File: config.mk
export PLATFORM = sky130hd
export DESIGN_NAME = rx_dma_fifo
export DESIGN_NICKNAME = d
export VERILOG_FILES = /design/src/rtl/rxq_pkg.sv /design/src/rtl/rxq_fifo.sv /design/src/rtl/rxq_hold.sv /design/src/rtl/rxq_req.sv /design/src/rtl/rx_dma_fifo.sv
export SDC_FILE = /design/constraint.sdc
export NUM_CORES = 1
export LEC_CHECK = 0
export BUFFER_PORTS_ARGS = -buffer_cell sky130_fd_sc_hd__buf_2
export CAP_MARGIN = 20
export CELL_PAD_IN_SITES_DETAIL_PLACEMENT = 1
export CELL_PAD_IN_SITES_GLOBAL_PLACEMENT = 1
export CORE_ASPECT_RATIO = 0.8
export CORE_MARGIN = 1
export CORE_UTILIZATION = 26
export DETAILED_ROUTE_END_ITERATION = 10
export GPL_TIMING_DRIVEN = 0
export HOLD_SLACK_MARGIN = 0.08
export MAX_ROUTING_LAYER = met4
export PLACE_DENSITY = 0.43
export SLEW_MARGIN = 20
export SYNTH_ARGS = -nofsm -noshare
export SYNTH_HDL_FRONTEND = slang
export SYNTH_SLANG_ARGS = --single-unit
File: constraint.sdc
create_clock -name clk -period 3.12 [get_ports clk]
set_input_delay 0 -clock clk [delete_from_list [all_inputs] [get_ports clk]]
set_output_delay 0 -clock clk [all_outputs]
set_load 0.05 [all_outputs]
File: src/rtl/rxq_pkg.sv
// Shared types for the receive FIFO / DMA pipeline.
// Assumes byte-wide port data; a holding stage carries full, tag and data.
package rxq_pkg;
    localparam int BYTE_W = 8;

    typedef struct packed {
        logic              full;
        logic              tag;
        logic [BYTE_W-1:0] data;
    } stage_t;

    localparam stage_t STAGE_EMPTY = '0;
endpackage

File: src/rtl/rxq_fifo.sv
// Byte FIFO with tag bit: circular storage, read/write pointers and a fill count.
// Assumes DEPTH is a power of two; pop is only raised when the FIFO is non-empty.
// A push offered while full is dropped.
module rxq_fifo #(
    parameter int DEPTH = 64,
    parameter int W     = 9,
    localparam int AW   = $clog2(DEPTH),
    localparam int CW   = AW + 1
) (
    input  logic          clk,
    input  logic          rst_n,
    input  logic          clr,
    input  logic          push,
    input  logic [W-1:0]  din,
    input  logic          pop,
    output logic [W-1:0]  dout,
    output logic [CW-1:0] count,
    output logic          full,
    output logic          empty
);
    logic [W-1:0]  mem [DEPTH];
    logic [AW-1:0] wr_ptr, rd_ptr;
    logic          do_push, do_pop;

    // Qualify requests against the fill state.
    always_comb begin
        full    = (count == CW'(DEPTH));
        empty   = (count == '0);
        do_push = push && !full;
        do_pop  = pop && !empty;
        dout    = mem[rd_ptr];
    end

    // Storage write; contents need no reset.
    always_ff @(posedge clk) begin
        if (do_push && !clr) mem[wr_ptr] <= din;
    end

    // Pointer and fill-count bookkeeping.
    always_ff @(posedge clk) begin
        if (!rst_n || clr) begin
            wr_ptr <= '0;
            rd_ptr <= '0;
            count  <= '0;
        end else begin
            if (do_push) wr_ptr <= wr_ptr + 1'b1;
            if (do_pop)  rd_ptr <= rd_ptr + 1'b1;
            case ({do_push, do_pop})
                2'b10:   count <= count + 1'b1;
                2'b01:   count <= count - 1'b1;
                default: count <= count;
            endcase
        end
    end

    assert_count_bound_R1: assert property (@(posedge clk) disable iff (!rst_n)
        count <= CW'(DEPTH));

    assert_no_overflow_R1: assert property (@(posedge clk) disable iff (!rst_n)
        (full && push && !pop && !clr) |=> $stable(count) && $stable(wr_ptr));
endmodule

File: src/rtl/rxq_hold.sv
// Two-stage holding pipeline at the FIFO output (stage 1 -> stage 2, oldest in stage 2).
// Assumes take is only raised with both stages full and untagged.
// On a take or direct read cycle the pipeline does not advance; otherwise it pulls at most one byte.
module rxq_hold
    import rxq_pkg::*;
(
    input  logic              clk,
    input  logic              rst_n,
    input  logic              clr,
    input  logic              fifo_empty,
    input  logic [BYTE_W:0]   fifo_byte,
    input  logic              take,
    input  logic              rd1,
    input  logic              rd2,
    output logic              pop,
    output stage_t            hr1,
    output stage_t            hr2
);
    logic   busy;
    stage_t incoming;

    // Decide whether a byte is pulled from the FIFO this cycle.
    always_comb begin
        busy     = take || rd1 || rd2;
        pop      = !clr && !fifo_empty && !busy && (!hr1.full || !hr2.full);
        incoming = '{full: 1'b1, tag: fifo_byte[BYTE_W], data: fifo_byte[BYTE_W-1:0]};
    end

    // Stage update: clear, host removal, or forward movement.
    always_ff @(posedge clk) begin
        if (!rst_n || clr) begin
            hr1 <= STAGE_EMPTY;
            hr2 <= STAGE_EMPTY;
        end else if (busy) begin
            if (take || rd1) hr1 <= STAGE_EMPTY;
            if (take || rd2) hr2 <= STAGE_EMPTY;
        end else if (pop) begin
            if (!hr1.full) begin
                hr1 <= incoming;
            end else begin
                hr2 <= hr1;
                hr1 <= incoming;
            end
        end
    end

    assert_take_untagged_R6: assert property (@(posedge clk) disable iff (!rst_n)
        take |-> (hr1.full && hr2.full && !hr1.tag && !hr2.tag));

    assert_stall_hold_R2: assert property (@(posedge clk) disable iff (!rst_n)
        (hr1.full && !hr2.full && fifo_empty && !rd1 && !clr) |=>
        (hr1.full && !hr2.full && $stable(hr1.data)));
endmodule

File: src/rtl/rxq_req.sv
// DMA request control: sets on FIFO count >= threshold with a full untagged pipeline.
// Drops on a tag, or on a granted read that leaves fewer than two FIFO bytes.
// Assumes take = granted word read.
module rxq_req #(
    parameter int CW = 7
) (
    input  logic          clk,
    input  logic          rst_n,
    input  logic          clr,
    input  logic [CW-1:0] count,
    input  logic [CW-1:0] thresh,
    input  logic          both_full,
    input  logic          tag_any,
    input  logic          take,
    output logic          dma_req
);
    logic req_q;

    // Request state with set / withdraw conditions.
    always_ff @(posedge clk) begin
        if (!rst_n || clr || tag_any) begin
            req_q <= 1'b0;
        end else if (take && count < CW'(2)) begin
            req_q <= 1'b0;
        end else if (!req_q && count >= thresh && both_full) begin
            req_q <= 1'b1;
        end
    end

    // Present the request only while a clean word is ready.
    always_comb dma_req = req_q && both_full && !tag_any;

    assert_short_drop_R5: assert property (@(posedge clk) disable iff (!rst_n)
        (take && count < CW'(2) && !clr) |=> !req_q);
endmodule

File: src/rtl/rx_dma_fifo.sv
// Receive FIFO with DMA pipeline: byte FIFO, two-stage holding pipeline,
// 16-bit word packing with selectable byte order, threshold DMA request and tag interrupt.
// Assumes the host raises dma_ack only while dma_req is high (others are ignored).
module rx_dma_fifo
    import rxq_pkg::*;
#(
    parameter int DEPTH  = 64,
    localparam int CW    = $clog2(DEPTH) + 1,
    localparam int WORD_W = 2 * BYTE_W
) (
    input  logic              clk,
    input  logic              rst_n,
    input  logic              flush,
    input  logic              wr_en,
    input  logic [BYTE_W-1:0] wr_data,
    input  logic              wr_tag,
    output logic              fifo_full,
    input  logic [CW-1:0]     thresh,
    input  logic              hi_first,
    input  logic              int_en,
    output logic              dma_req,
    input  logic              dma_ack,
    output logic [WORD_W-1:0] dma_word,
    input  logic              hr_rd1,
    input  logic              hr_rd2,
    output logic [BYTE_W-1:0] hr1_data,
    output logic [BYTE_W-1:0] hr2_data,
    output logic [3:0]        hr_status,
    output logic              irq
);
    logic [BYTE_W:0] fifo_byte;
    logic [CW-1:0]   count;
    logic            fifo_empty, pop, take, tag_any, both_full;
    stage_t          hr1, hr2;

    rxq_fifo #(.DEPTH(DEPTH), .W(BYTE_W + 1)) u_fifo (
        .clk(clk), .rst_n(rst_n), .clr(flush),
        .push(wr_en), .din({wr_tag, wr_data}),
        .pop(pop), .dout(fifo_byte),
        .count(count), .full(fifo_full), .empty(fifo_empty)
    );

    rxq_hold u_hold (
        .clk(clk), .rst_n(rst_n), .clr(flush),
        .fifo_empty(fifo_empty), .fifo_byte(fifo_byte),
        .take(take), .rd1(hr_rd1), .rd2(hr_rd2),
        .pop(pop), .hr1(hr1), .hr2(hr2)
    );

    rxq_req #(.CW(CW)) u_req (
        .clk(clk), .rst_n(rst_n), .clr(flush),
        .count(count), .thresh(thresh),
        .both_full(both_full), .tag_any(tag_any),
        .take(take), .dma_req(dma_req)
    );

    // Stage summaries, word packing, status and interrupt.
    always_comb begin
        tag_any   = (hr1.full && hr1.tag) || (hr2.full && hr2.tag);
        both_full = hr1.full && hr2.full;
        take      = dma_ack && dma_req;
        dma_word  = hi_first ? {hr2.data, hr1.data} : {hr1.data, hr2.data};
        hr1_data  = hr1.data;
        hr2_data  = hr2.data;
        hr_status = {hr2.tag, hr2.full, hr1.tag, hr1.full};
        irq       = int_en && tag_any;
    end

    assert_take_empties_R5: assert property (@(posedge clk) disable iff (!rst_n)
        (dma_ack && dma_req && !flush) |=> (!hr_status[0] && !hr_status[2]));

    assert_flush_clears_R8: assert property (@(posedge clk) disable iff (!rst_n)
        flush |=> (hr_status == 4'b0000 && !dma_req && !irq && !fifo_full));

    assert_irq_persist_R6: assert property (@(posedge clk) disable iff (!rst_n)
        (irq && !hr_rd1 && !hr_rd2 && !flush) |=> (irq || !int_en));
endmodule

## Yosys cells after proc, flatten, opt, wreduce, memory -nomap -nowiden

Memories as Yosys holds them, arrays and structs flattened. A register that Yosys moved wholly into a read port is not among the register bits.
Index checks and enable logic that the tools add are counted.

| cells by class | value |
|---|---|
| reduce and logical (&&, ||, !) cells | 39 |
| order comparisons | 2 |
| add/sub/neg operators | 4 |
| muxes and demuxes | 13 |
| eq/ne operators | 5 |

Operators with widths:

| cell | count |
|---|---|
| 2-to-1 mux 10 bit | 7 |
| logical AND 1 bit | 16 |
| 2-to-1 mux 16 bit | 1 |
| case mux 7 bit (2 select lines) | 1 |
| adder 6 x 1 -> 6 bit, second input constant | 2 |
| 2-to-1 mux 6 bit | 2 |
| logical NOT 1 bit | 9 |
| adder 7 x 1 -> 7 bit, second input constant | 1 |
| == test 7 bit, second input constant | 1 |
| >= comparator 7 bit | 1 |
| logical NOT 7 bit | 1 |
| logical OR 1 bit | 7 |
| less-than comparator 7 x 2 -> 1 bit, second input constant | 1 |
| subtractor 7 x 1 -> 7 bit, second input constant | 1 |
| nonzero test 2 bit | 3 |
| != test 2 bit, second input constant | 2 |
| AND reduction 3 bit | 1 |
| == test 2 x 1 -> 1 bit, second input constant | 1 |
| == test 2 bit, second input constant | 1 |
| 2-to-1 mux 1 bit | 2 |
| AND reduction 2 bit | 1 |
| OR reduction 2 bit | 1 |

| word-level totals | value |
|---|---|
| bits in writable memories | 576 |
| register bits after elaboration | 40 |
| word-level logic and storage cells | 74 |
| memories kept | 1 |
| output and inout port bits | 39 |

Memory list:

| name | words | bits a word | read ports | clocked after Yosys merged registers in | wr ports | RTL line | text |
|---|---|---|---|---|---|---|---|
| u_fifo.mem | 64 | 9 | 1 | 1 | 1 | rxq_fifo.sv:21 | `logic [W-1:0] mem [DEPTH];` |

## Depth between registers and ports, before layout

Gate-level depths: netlist of the first run.

| logic depth | value |
|---|---|
| word-level depth | 13 |
| gate-level depth with buffers | 13 |
| depth with buffers taken out | 12 |

## By module

Synthesis of the first run repeated with hierarchy kept, for this count alone.

| unflattened totals | value |
|---|---|
| cell total of the unflattened synthesis | 1356 |
| area total of the unflattened synthesis | 25039.0 µm² |

Modules (own cells, without submodules):

| module | sequential area each (µm²) | area each (µm²) | cells an instance | times used |
|---|---|---|---|---|
| rxq_fifo | 17797.1 | 23690.2 | 1213 | 1 |
| rxq_hold | 400.4 | 842.1 | 91 | 1 |
| rx_dma_fifo | 0.0 | 276.5 | 22 | 1 |
| rxq_req | 20.0 | 230.2 | 30 | 1 |

## Worst setup path before layout of the first run

OpenSTA, ideal clock, no wires.

| timing path | value |
|---|---|
| path kind | register to register |
| from | register u_hold.hr1[9] (netlist name) |
| to | register u_hold.hr1[0] (netlist name) |
| required time | 2.986 ns |
| slack | -0.299 ns |
| stages on the path, launching flop included | 7 |
| arrival time | 3.285 ns |
| path through | dfxtp_1 > nand2_1 > nor4b_1 > and2_1 > or3_1 > clkbuf_1 > nor4_1 |

| between the ends | value |
|---|---|
| cells in the longest elaborated chain, start to end | 12 |

RTL lines:

| item | RTL line | text |
|---|---|---|
| logical AND 1 bit | rx_dma_fifo.sv:59 | `tag_any = (hr1.full && hr1.tag) \|\| (hr2.full && hr2.tag);` |
| logical OR 1 bit | rx_dma_fifo.sv:59 |  |
| logical NOT 1 bit | rxq_req.sv:31 | `always_comb dma_req = req_q && both_full && !tag_any;` |
| logical AND 1 bit (*) | rxq_req.sv:31 |  |
| via dma_req | rx_dma_fifo.sv:21 | `output logic dma_req,` |
| logical AND 1 bit (*) | rx_dma_fifo.sv:61 | `take = dma_ack && dma_req;` |
| logical OR 1 bit (*) | rxq_hold.sv:24, rxq_hold.sv:35 |  |
| logical OR 1 bit | rxq_hold.sv:24 | `busy = take \|\| rd1 \|\| rd2;` |
| logical NOT 1 bit | rxq_hold.sv:25 | `pop = !clr && !fifo_empty && !busy && (!hr1.full \|\| !hr2.full);` |
| logical AND 1 bit (2 in series) | rxq_hold.sv:25 |  |
| nonzero test 2 bit (no line) | n/a |  |
| AND reduction 2 bit (no line) | n/a |  |

The timed path passes the listed nets; every way through them passes the cells marked *.
A chain may end at the register's enable or synchronous reset.

## Worst setup path after layout of the first run

| timing path | value |
|---|---|
| from | register u_fifo.count[3] |
| to | memory u_fifo.mem[56][0] (enable) |

| between the ends | value |
|---|---|
| cells in the longest elaborated chain, start to end | 6 |

RTL lines:

| item | RTL line | text |
|---|---|---|
| start, declared | rxq_fifo.sv:17 | `output logic [CW-1:0] count,` |
| start signal, assigned | rxq_fifo.sv:49 | `2'b10: count <= count + 1'b1;` |
| start signal, assigned | rxq_fifo.sv:50 | `2'b01: count <= count - 1'b1;` |
| start signal, assigned | rxq_fifo.sv:51 | `default: count <= count;` |
| == test 7 bit | rxq_fifo.sv:27 | `full = (count == CW'(DEPTH));` |
| logical NOT 1 bit | rxq_fifo.sv:29 | `do_push = push && !full;` |
| logical AND 1 bit | rxq_fifo.sv:29 |  |
| logical AND 1 bit | rxq_fifo.sv:36 | `if (do_push && !clr) mem[wr_ptr] <= din;` |
| 2-to-1 mux 1 bit | rxq_fifo.sv:36 |  |
| 2-to-1 mux 1 bit (not written as such) | rxq_fifo.sv:36 |  |
| end, declared | rxq_fifo.sv:21 |  |

No other way between the ends.

==> flow_summary.yaml, run 1 <==
global_route:
  grt_pass1_wl_um: 107000
  grt_pass1_vias: 13800
  grt_start_max_net_pins: 65
  grt-ovfl-total: 0
  gr-usage-all-layers_pct: 16.4
  antenna_found_initial: 2
sta:
  relSlewSlack_pct: 39.2
  final_hold_viol_count: 0
  worstMarginPinSlew_ns: 0.912
  tns_ns: -0.0135
  fin_ws_ns: -0.0104
  hold_ws_ns: 0.107
  fmaxAchievable_ghz: 0.319
  finalCriticalPeriod_ns: 3.13
  rsz0062_at_grt: "true"
  slew_viol_final: 0
  post-route-period-util_pct: 100
  fin_worst_skew_ns: 0.0230
  setup_viol: 3
final_layout:
  area_growth_syn_to_layout_pct: 19.0
  multi_input_area_um2: 6320
  antenna_cells: 0
  drive_above_1_share_pct: 29.4
  regArea_um2: 18200
  num-nets-final: 1473
  nFillCells: 9432
  instances_no_fill: 2712
power:
  ir_drop_mv: 0.320
  power_density_nw_per_um2: 595
  power_mw: 17.4
  p_leak_nw: 9.04
clocking:
  root_buffer: "clkbuf_16"
  clkSlewWorstSetupHoldPaths_ns: 0.06
  clkLatencyLatePin_ns: 0.63
  clock_sinks: 622
  cts_tree: "built"
  cts_buffers: 70
  htree_num_levels: 3
  cts.path.max_buffers: 3
logic_synthesis:
  ys_ff_latch: 622
  synth_edf_count: 576
  synth_area_um2: 24600
  synthArstFlopShare_pct: 0
  synth_top_area_cell: "edfxtp_1"
  synth_top_area_share_pct: 70.4
  synth_fp_nets: 1317
  synthCells: 1276
  synth-seq-area-share_pct: 74.1
  synth.avg_cell_area_um2: 19.3
  synth_area_leaders: "edfxtp_1 (70%), mux4_2 (11%), dfxtp_1 (3.7%), nor2_1 (1.9%), mux2i_1 (1.3%)"
  synth-warning-count: 0
  synthDistinctLibCells: 59
  synth_ff_type: "edfxtp_1"
worst_setup_path:
  critPathLaunchType: "register"
  reg2reg_depth: 6
  crit_type: "register to register"
  r2r-start: "u_fifo.count[3]$_SDFFE_PP0P_"
  reg2reg_to: "u_fifo.mem[56][0]$_DFFE_PP_"
  cp.required_ns: 3.36
  crit_start: "u_fifo.count[3]$_SDFFE_PP0P_"
  reg2reg_slack_ns: -0.01
  worstPathArrival_ns: 3.37
  worstSetupEndpoint: "u_fifo.mem[56][0]$_DFFE_PP_"
  cp-end-kind: "register"
  cp_max_fo: 9
floorplanning:
  initial_core_util_pct: 26.3
  rows: 100
  ioPinCount: 64
  die-area_um2: 95700
  dieHeight_um: 277
  core_um2: 93300
  die_x_um: 346
routing:
  via_count: 13000
  dr_wl_met2_um: 31800
  drt_first_pass_iters: 5
  routed.top_layer: "met4"
  drt_wl_total_um: 75600
  drc: 0
  drt_first_iter_violations: 1166
  vias_per_cell: 4.79
  wl_per_cell_um: 27.9
  final_antenna_net_count: 0
  dr_wl_met3_um: 2520
  wl_met1_um: 39700
placement:
  hpwl_um: 49600
  place_ws_ns: -0.636
  dp_cells: 2564
  io_buffers: 62
  gp_congestion: 0.820
run_status:
  outcome: "finished, violations left"
  failed_checks: "setup timing"
job:
  maxCapViolCount: 0
hold_path:
  holdCritPathClass: "primary input to register"
-- critical path, cell delays in order (launching register included) --
cell     delay, ns
dfxtp_1       0.41
or3_1         0.21
o41a_1        0.36
inv_2         0.16
nor3_1        0.23
nand2_1       0.57
nor2_2        0.81
-- per-layer routing --
metal	track usage (%)	vias up
li1	-	5561
met1	25.0	7050
met2	22.7	278
met3	2.23	93
met4	4.06	0
met5	-	-
-- sequential cells by signal, indices dropped and copies added, names as in the netlist, named ones only --
name / cells
u_fifo.mem: 576
u_req.req_q: 1
u_fifo.wr_ptr: 6
u_hold.hr2: 10
u_fifo.rd_ptr: 6
u_fifo.count: 7
u_hold.hr1: 10
-- through the flow --
step                      utilization (%)  instance area, um2
after CTS                            31.2               29100
after global routing                 31.3               29200
final                                31.3               29200
after global placement               28.3               26400
after floorplan                         -               24600
after detailed placement             28.4               26500
-- layout make-up --
type                            instances  area share, %
Clock buffer                           89           6.41
Buffer                                 62           1.32
Tap cell                             1224           5.24
Clock inverter                         39           1.01
Inverter                               15          0.193
Multi-Input combinational cell        576           21.6
Timing Repair Buffer                   85           1.91
Sequential cell                       622           62.3
-- synthesized netlist by cell type (10+ instances only) --
library cell,number
a21oi_1,16
a22oi_1,38
buf_2,22
clkbuf_1,17
dfxtp_1,46
edfxtp_1,576
ha_1,15
inv_1,14
mux2_2,18
mux2i_1,32
mux4_1,12
mux4_2,122
nand2_1,28
nand3_1,19
nor2_1,124
nor2b_1,10
nor4_1,13
o22ai_1,31
xnor2_1,10
-- cell families (layout without fill, tap and decap cells) --
logic type | after synthesis | after routing | share of synthesized area (%)
compound gates | 116 | 116 | 3.32
fa+ha+maj | 16 | 16 | 0.845
mux | 184 | 184 | 14.6
flops | 622 | 622 | 74.1
buf+inv | 78 | 290 | 1.80
xor+xnor | 15 | 15 | 0.535
simple gates | 245 | 245 | 4.77
-- report_power, final --
group	switching [mW]	total, mW	leakage [nW]	internal (mW)
registers	0.00794	9.12	5.55	9.11
logic	0.231	0.313	2.43	0.0814
clock network	3.44	7.97	1.06	4.53
-- how the worst min path moves through the flow --
stage,to,start,slack (ns),cells past startpoint
global placement,irq,int_en,0.41,3
finish,u_hold.hr1[9]$_SDFFE_PP0P_,flush,0.11,5
floorplan,u_fifo.mem[0][0]$_DFFE_PP_,wr_data[0],0.1,0
global route,u_hold.hr1[9]$_SDFFE_PP0P_,flush,0.15,5
CTS,u_hold.hr1[9]$_SDFFE_PP0P_,flush,0.09,5
detailed placement,irq,int_en,0.41,3
-- layout by cell type, fill, tap and decap left out, types with 7 or more instances in the layout --
master and instances:
a21oi_1 14, a22oi_1 38, and3_1 7, buf_2 75
buf_4 18, buf_6 8, clkbuf_1 31, clkbuf_16 72
clkinv_1 16, clkinv_2 10, dfxtp_1 43, dlygate4sd3_1 21
edfxtp_1 576, ha_1 14, inv_1 13, mux2_2 18
mux2i_1 32, mux4_1 12, mux4_2 122, nand2_1 26
nand3_1 15, nor2_1 59, nor2_2 39, nor2_4 27
nor2b_1 10, nor4_1 13, o22ai_1 25, or3_1 9
xnor2_1 10
-- what timing repair did --
action | in CTS | in global routing
hold endpoints to repair | 414 | 192
gates resized for setup | 89 | 23
pin swaps | 0 | 1
buffers inserted | 0 | 0
hold buffers | 18 | 3
setup endpoints to repair | 493 | 246
Power figures use the tool's default switching activity.
==> run 2, diff against run 1 <==
--- a/config.mk
+++ b/config.mk
@@ -16,7 +16,8 @@
 export GPL_TIMING_DRIVEN = 0
 export HOLD_SLACK_MARGIN = 0.08
 export MAX_ROUTING_LAYER = met4
-export PLACE_DENSITY = 0.43
+export PLACE_DENSITY = 0.42
+export SKIP_CTS_REPAIR_TIMING = 1
 export SLEW_MARGIN = 20
 export SYNTH_ARGS = -nofsm -noshare
 export SYNTH_HDL_FRONTEND = slang
==> constraint.sdc (replaced) <==
create_clock -name clk -period 3.2 [get_ports clk]
set_input_delay 0 -clock clk [delete_from_list [all_inputs] [get_ports clk]]
set_output_delay 0 -clock clk [all_outputs]
set_load 0.05 [all_outputs]
==> run 2 against run 1 <==
  * The flow still finishes with violations (setup timing)
  * Critical path depth up 1
  * First-iteration DRC count down 11%
  * Clock skew up 0.0041 ns
  * Clock-buffer cell count down 4
  * Fmax down 3.8%
  * Design area up 0.23%
  * Total power down 0.64%
  * Global-route usage about the same
  * Non-clock buffer count down 3
==> flow_summary.yaml, run 2 (same netlist as run 1, synthesis figures left out) <==
worst_setup_path:
  reg2reg_to: "u_fifo.mem[60][1]$_DFFE_PP_"
  critPathLaunchType: "register"
  cp.depth: 7
  worstPathArrival_ns: 3.62
  cp.required_ns: 3.57
  reg2reg_depth: 7
  critical_path_buf_inv_count: 2
  crit_type: "register to register"
  path_delay_family: "simple AND/OR/NAND/NOR gates"
  cp_cell_sequence: "or3_4 > o41a_1 > inv_2 > nor3_1 > nand2_1 > nor2_1 > buf_4"
  cp-end-kind: "register"
  reg2reg_slack_ns: -0.05
  critPathSlowestCell: "nand2_1"
  slowest_delay_ns: 0.84
  cp_max_fo: 8
  worstSetupEndpoint: "u_fifo.mem[60][1]$_DFFE_PP_"
  r2r-start: "u_fifo.count[3]$_SDFFE_PP0P_"
  crit_start: "u_fifo.count[3]$_SDFFE_PP0P_"
global_route:
  antenna_found_initial: 1
  grt-ovfl-total: 0
  grt_pass1_vias: 13400
  gr-usage-all-layers_pct: 16.3
  grt_pass1_wl_um: 106000
  grt_start_max_net_pins: 65
run_status:
  outcome: "finished, violations left"
  failed_checks: "setup timing"
clocking:
  cts.path.max_buffers: 3
  root_buffer: "clkbuf_16"
  htree_num_levels: 3
  clkLatencyLatePin_ns: 0.63
  clock_sinks: 622
  clkSlewWorstSetupHoldPaths_ns: 0.06
  cts_buffers: 69
  cts_tree: "built"
power:
  power_mw: 17.3
  power_density_nw_per_um2: 590
  pwr-share-comb_pct: 1.8
  ir_drop_mv: 0.288
  p_switching_mw: 3.56
  p_clk_share_pct: 46.8
  intPower_mw: 13.7
  p_sw_share_pct: 20.6
  p_leak_nw: 9.06
  p_seq_share_pct: 51.4
routing:
  via_count: 13000
  drt_first_iter_violations: 1036
  drc: 0
  wl_per_cell_um: 28.1
  final_antenna_net_count: 0
  drt_wl_total_um: 76200
  drt_first_pass_iters: 5
  vias_per_cell: 4.78
sta:
  setup_viol: 21
  hold_ws_ns: 0.0606
  post-route-period-util_pct: 102
  fin_ws_ns: -0.0525
  worstMarginPinSlew_ns: 1.15
  finalCriticalPeriod_ns: 3.25
  rsz0062_at_grt: "true"
  final_hold_viol_count: 0
  relSlewSlack_pct: 23.2
  fmaxAchievable_ghz: 0.307
  fin_worst_skew_ns: 0.0271
  slew_viol_final: 0
floorplanning:
  dieHeight_um: 277
  core_um2: 93300
  rows: 100
  ioPinCount: 64
  initial_core_util_pct: 26.3
  die_x_um: 346
  die-area_um2: 95700
final_layout:
  final_cell_mix: "edfxtp_1 (576), mux4_2 (122), buf_2 (75)"
  nFillCells: 9414
  instances_no_fill: 2707
  largest_register_ffs: 576
  num-nets-final: 1469
  mostFrequentLayoutCell: "edfxtp_1"
  reg_top3: "u_fifo.mem x576, u_hold.hr1 x10, u_hold.hr2 x10"
  drive_above_1_share_pct: 29.0
  largest_register: "u_fifo.mem"
  area_growth_syn_to_layout_pct: 19.3
placement:
  hpwl_um: 49600
  gp_congestion: 0.792
  io_buffers: 62
  dp_cells: 2564
job:
  maxCapViolCount: 0
hold_path:
  holdCritPathClass: "primary input to register"
[run 2: changes by cell type in the layout (fill, tap and decap cells not counted), moves of 3 or more]
cell,previous run,this run
diode_2,0,4
dlygate4sd3_1,21,17
bufinv_16,3,8
nor2_1,59,62
clkinvlp_4,3,0
clkbuf_1,31,28
nor2_4,27,37
nor2_2,39,26
[run 2: how the worst min path moves through the flow]
stage | from | endpoint | slack [ns] | depth (start not counted)
global route | flush | u_fifo.count[5]$_SDFFE_PP0P_ | 0.09 | 4
finish | flush | u_fifo.count[5]$_SDFFE_PP0P_ | 0.06 | 4
floorplan | wr_data[0] | u_fifo.mem[0][0]$_DFFE_PP_ | 0.1 | 0
detailed placement | int_en | irq | 0.41 | 3
CTS | rst_n | u_fifo.count[5]$_SDFFE_PP0P_ | -0.20 | 4
global placement | int_en | irq | 0.41 | 3
[run 2: metrics by stage]
step                worst slack [ns]  setup TNS [ns]  cell area (um2)  utilization [%]
floorplan                      0.109               0            24600                -
global placement              -0.412          -84.31            26400             28.3
detailed placement            -0.449          -65.19            26500             28.4
CTS                           -0.468          -69.11            28700             30.8
global route                  -0.242          -21.57            29300             31.4
finish                       -0.0525          -0.401            29300             31.4
[run 2: worst min-delay path: cells and delay by family]
family / cells / cell delay (ns)
and+or+nand+nor: 3 / 0.40
buffers and inverters: 1 / 0.21
[run 2: area by class of cell]
| class | count | area, um2 | share of cell area, % |
|---|---|---|---|
| Antenna cell | 4 | 10.0 | 0.0341 |
| Timing Repair Buffer | 82 | 526 | 1.79 |
| Clock buffer | 85 | 1860 | 6.35 |
| Buffer | 62 | 382 | 1.30 |
| Multi-Input combinational cell | 576 | 6330 | 21.6 |
| Sequential cell | 622 | 18200 | 62.2 |
| Inverter | 15 | 56.3 | 0.192 |
| Clock inverter | 37 | 390 | 1.33 |
| Tap cell | 1224 | 1530 | 5.22 |
[run 2: power by group through the flow]
stage               logic [mW]  clock network (mW)  registers [mW]
finish                   0.309                8.09            8.89
global route             0.336                8.61            8.89
CTS                      0.294                8.32            8.89
detailed placement       0.293                   0            9.07
global placement         0.281                   0            9.07
floorplan               0.0903                   0            9.06
[run 2: per-layer routing]
metal	part of all wire, %	vias to the layer above	global-route usage (%)
met3	4.6	100	3.07
li1	-	5572	-
met5	0	-	-
met4	2.0	0	3.68
met2	43	312	23.1
met1	50	6968	24.2
==> run 3, diff against run 2 <==
--- a/config.mk
+++ b/config.mk
@@ -11,12 +11,12 @@
 export CELL_PAD_IN_SITES_GLOBAL_PLACEMENT = 1
 export CORE_ASPECT_RATIO = 0.8
 export CORE_MARGIN = 1
-export CORE_UTILIZATION = 26
+export CORE_UTILIZATION = 54
 export DETAILED_ROUTE_END_ITERATION = 10
 export GPL_TIMING_DRIVEN = 0
 export HOLD_SLACK_MARGIN = 0.08
 export MAX_ROUTING_LAYER = met4
-export PLACE_DENSITY = 0.42
+export PLACE_DENSITY = 0.77
 export SKIP_CTS_REPAIR_TIMING = 1
 export SLEW_MARGIN = 20
 export SYNTH_ARGS = -nofsm -noshare
==> constraint.sdc (replaced) <==
create_clock -name clk -period 3.2 [get_ports clk]
set_input_delay 0.48 -clock clk [delete_from_list [all_inputs] [get_ports clk]]
set_output_delay 0.48 -clock clk [all_outputs]
set_load 0.05 [all_outputs]
==> run 3 against run 2 <==
  * The flow still finishes with violations (setup timing)
  * Sequential power is essentially flat
  * Worst hold slack gained 0.25 ns
  * Clock skew shrank 0.012 ns
  * Critical endpoint is now u_fifo.mem[44][5]$_DFFE_PP_
  * First-iteration DRC count grew 48%
  * Sequential share of layout area grew 3.4 points
  * Fmax shrank 3.2%
  * Setup slack lost 0.11 ns
  * Utilization grew 31 points
  * Clock power shrank 13%
  * Combinational power shrank 9.1%
  * Global-route usage grew 14 points
==> flow_summary.yaml, run 3 (same netlist as run 1, synthesis figures left out) <==
power:
  power_density_nw_per_um2: 583
  ir_drop_mv: 0.486
  p_leak_nw: 8.80
  power_mw: 16.2
worst_setup_path:
  r2r-start: "u_fifo.count[3]$_SDFFE_PP0P_"
  crit_type: "register to register"
  cp-end-kind: "register"
  reg2reg_depth: 6
  reg2reg_slack_ns: -0.16
  reg2reg_to: "u_fifo.mem[44][5]$_DFFE_PP_"
  cp.required_ns: 3.43
  critPathLaunchType: "register"
  worstPathArrival_ns: 3.59
  cp_max_fo: 9
global_route:
  gr-usage-all-layers_pct: 30.0
  grt_pass1_wl_um: 94000
  antenna_found_initial: 0
  grt_start_max_net_pins: 65
  grt-ovfl-total: 0
  grt_pass1_vias: 13700
placement:
  hpwl_um: 41900
  dp_cells: 1941
  io_buffers: 62
  place_ws_ns: -0.375
  gp_congestion: 0.918
  place_area_um2: 25600
floorplanning:
  die_x_um: 240
  core_um2: 44600
  rows: 69
  dieHeight_um: 193
  ioPinCount: 64
  die-area_um2: 46400
  initial_core_util_pct: 55.0
final_layout:
  final_area_um2: 27800
  final_util_pct: 62.2
  largest_register_ffs: 576
  reg_top3: "u_fifo.mem x576, u_hold.hr1 x10, u_hold.hr2 x10"
  multi_input_area_um2: 6100
  area_growth_syn_to_layout_pct: 13.1
  regArea_um2: 18200
  instances_no_fill: 2047
  largest_register: "u_fifo.mem"
  drive_above_1_share_pct: 27.2
  nFillCells: 3785
  num-nets-final: 1440
  antenna_cells: 0
  final_cell_mix: "edfxtp_1 (576), mux4_2 (122), buf_2 (76)"
  mostFrequentLayoutCell: "edfxtp_1"
clocking:
  clkLatencyLatePin_ns: 0.62
  root_buffer: "clkbuf_16"
  clock_sinks: 622
  htree_num_levels: 2
  clkSlewWorstSetupHoldPaths_ns: 0.07
  cts.path.max_buffers: 3
  cts_buffers: 58
  cts_tree: "built"
sta:
  slew_viol_final: 0
  setup_viol: 110
  fmaxAchievable_ghz: 0.298
  final_hold_viol_count: 0
  fin_worst_skew_ns: 0.0149
  post-route-period-util_pct: 105
  hold_ws_ns: 0.311
  rsz0062_at_grt: "true"
  finalCriticalPeriod_ns: 3.36
  worstMarginPinSlew_ns: 1.14
  relSlewSlack_pct: 23.4
  tns_ns: -6.41
  fin_ws_ns: -0.160
run_status:
  outcome: "finished, violations left"
  failed_checks: "setup timing"
routing:
  drt_first_iter_violations: 1534
  wl_per_cell_um: 31.9
  via_count: 13300
  drc: 0
  vias_per_cell: 6.49
  drt_first_pass_iters: 5
  final_antenna_net_count: 0
  drt_wl_total_um: 65300
hold_path:
  holdCritPathClass: "primary input to register"
  holdPathEnd: "u_req.req_q$_SDFFE_PP0P_"
  holdPathStages: 5
  hp-start: "dma_ack"
job:
  maxCapViolCount: 0
run 3: cell type report:
| class | count | area share, % |
|---|---|---|
| multi-input combinational | 576 | 21.9 |
| inverter | 15 | 0.203 |
| buffer | 63 | 1.40 |
| clock inverter | 32 | 1.21 |
| sequential | 622 | 65.6 |
| clock buffer | 73 | 5.66 |
| timing repair buffer | 63 | 1.29 |
| tap | 603 | 2.72 |
run 3: worst max-delay path, stage by stage, from the launching register on:
cell and delay (ns):
dfxtp_1 0.42, or3_1 0.19, o41a_1 0.39, inv_2 0.16
nor3_1 0.26, nand2_1 0.50, nor2_1 1.04
run 3: how the worst max path moves through the flow:
stage	cells past startpoint	end	from
2_1_floorplan	12	u_fifo.count[6]$_SDFFE_PP0P_	u_hold.hr1[9]$_SDFFE_PP0P_
3_3_place_gp	12	u_fifo.count[6]$_SDFFE_PP0P_	flush
4_1_cts	13	u_fifo.count[6]$_SDFFE_PP0P_	u_fifo.count[1]$_SDFFE_PP0P_
6_report	6	u_fifo.mem[44][5]$_DFFE_PP_	u_fifo.count[3]$_SDFFE_PP0P_
5_1_grt	6	u_fifo.mem[44][3]$_DFFE_PP_	u_fifo.count[3]$_SDFFE_PP0P_
3_5_place_dp	12	u_fifo.count[6]$_SDFFE_PP0P_	flush
run 3: routing by layer:
layer  share of wire [%]  track usage [%]  vias up
met5                   0                -        -
met4                 2.4             8.21        0
met3                 9.8             7.28      111
met2                  46             44.5      720
met1                  42             42.0     6987
li1                    -                -     5464
run 3: power breakdown:
part / internal, mW / total (mW) / leakage (nW) / switching, mW
Clock: 4.03 / 7.04 / 0.933 / 3.01
Combinational: 0.0681 / 0.281 / 2.31 / 0.213
Sequential: 8.88 / 8.89 / 5.55 / 0.00787
Total: 13.0 / 16.2 / 8.80 / 3.23
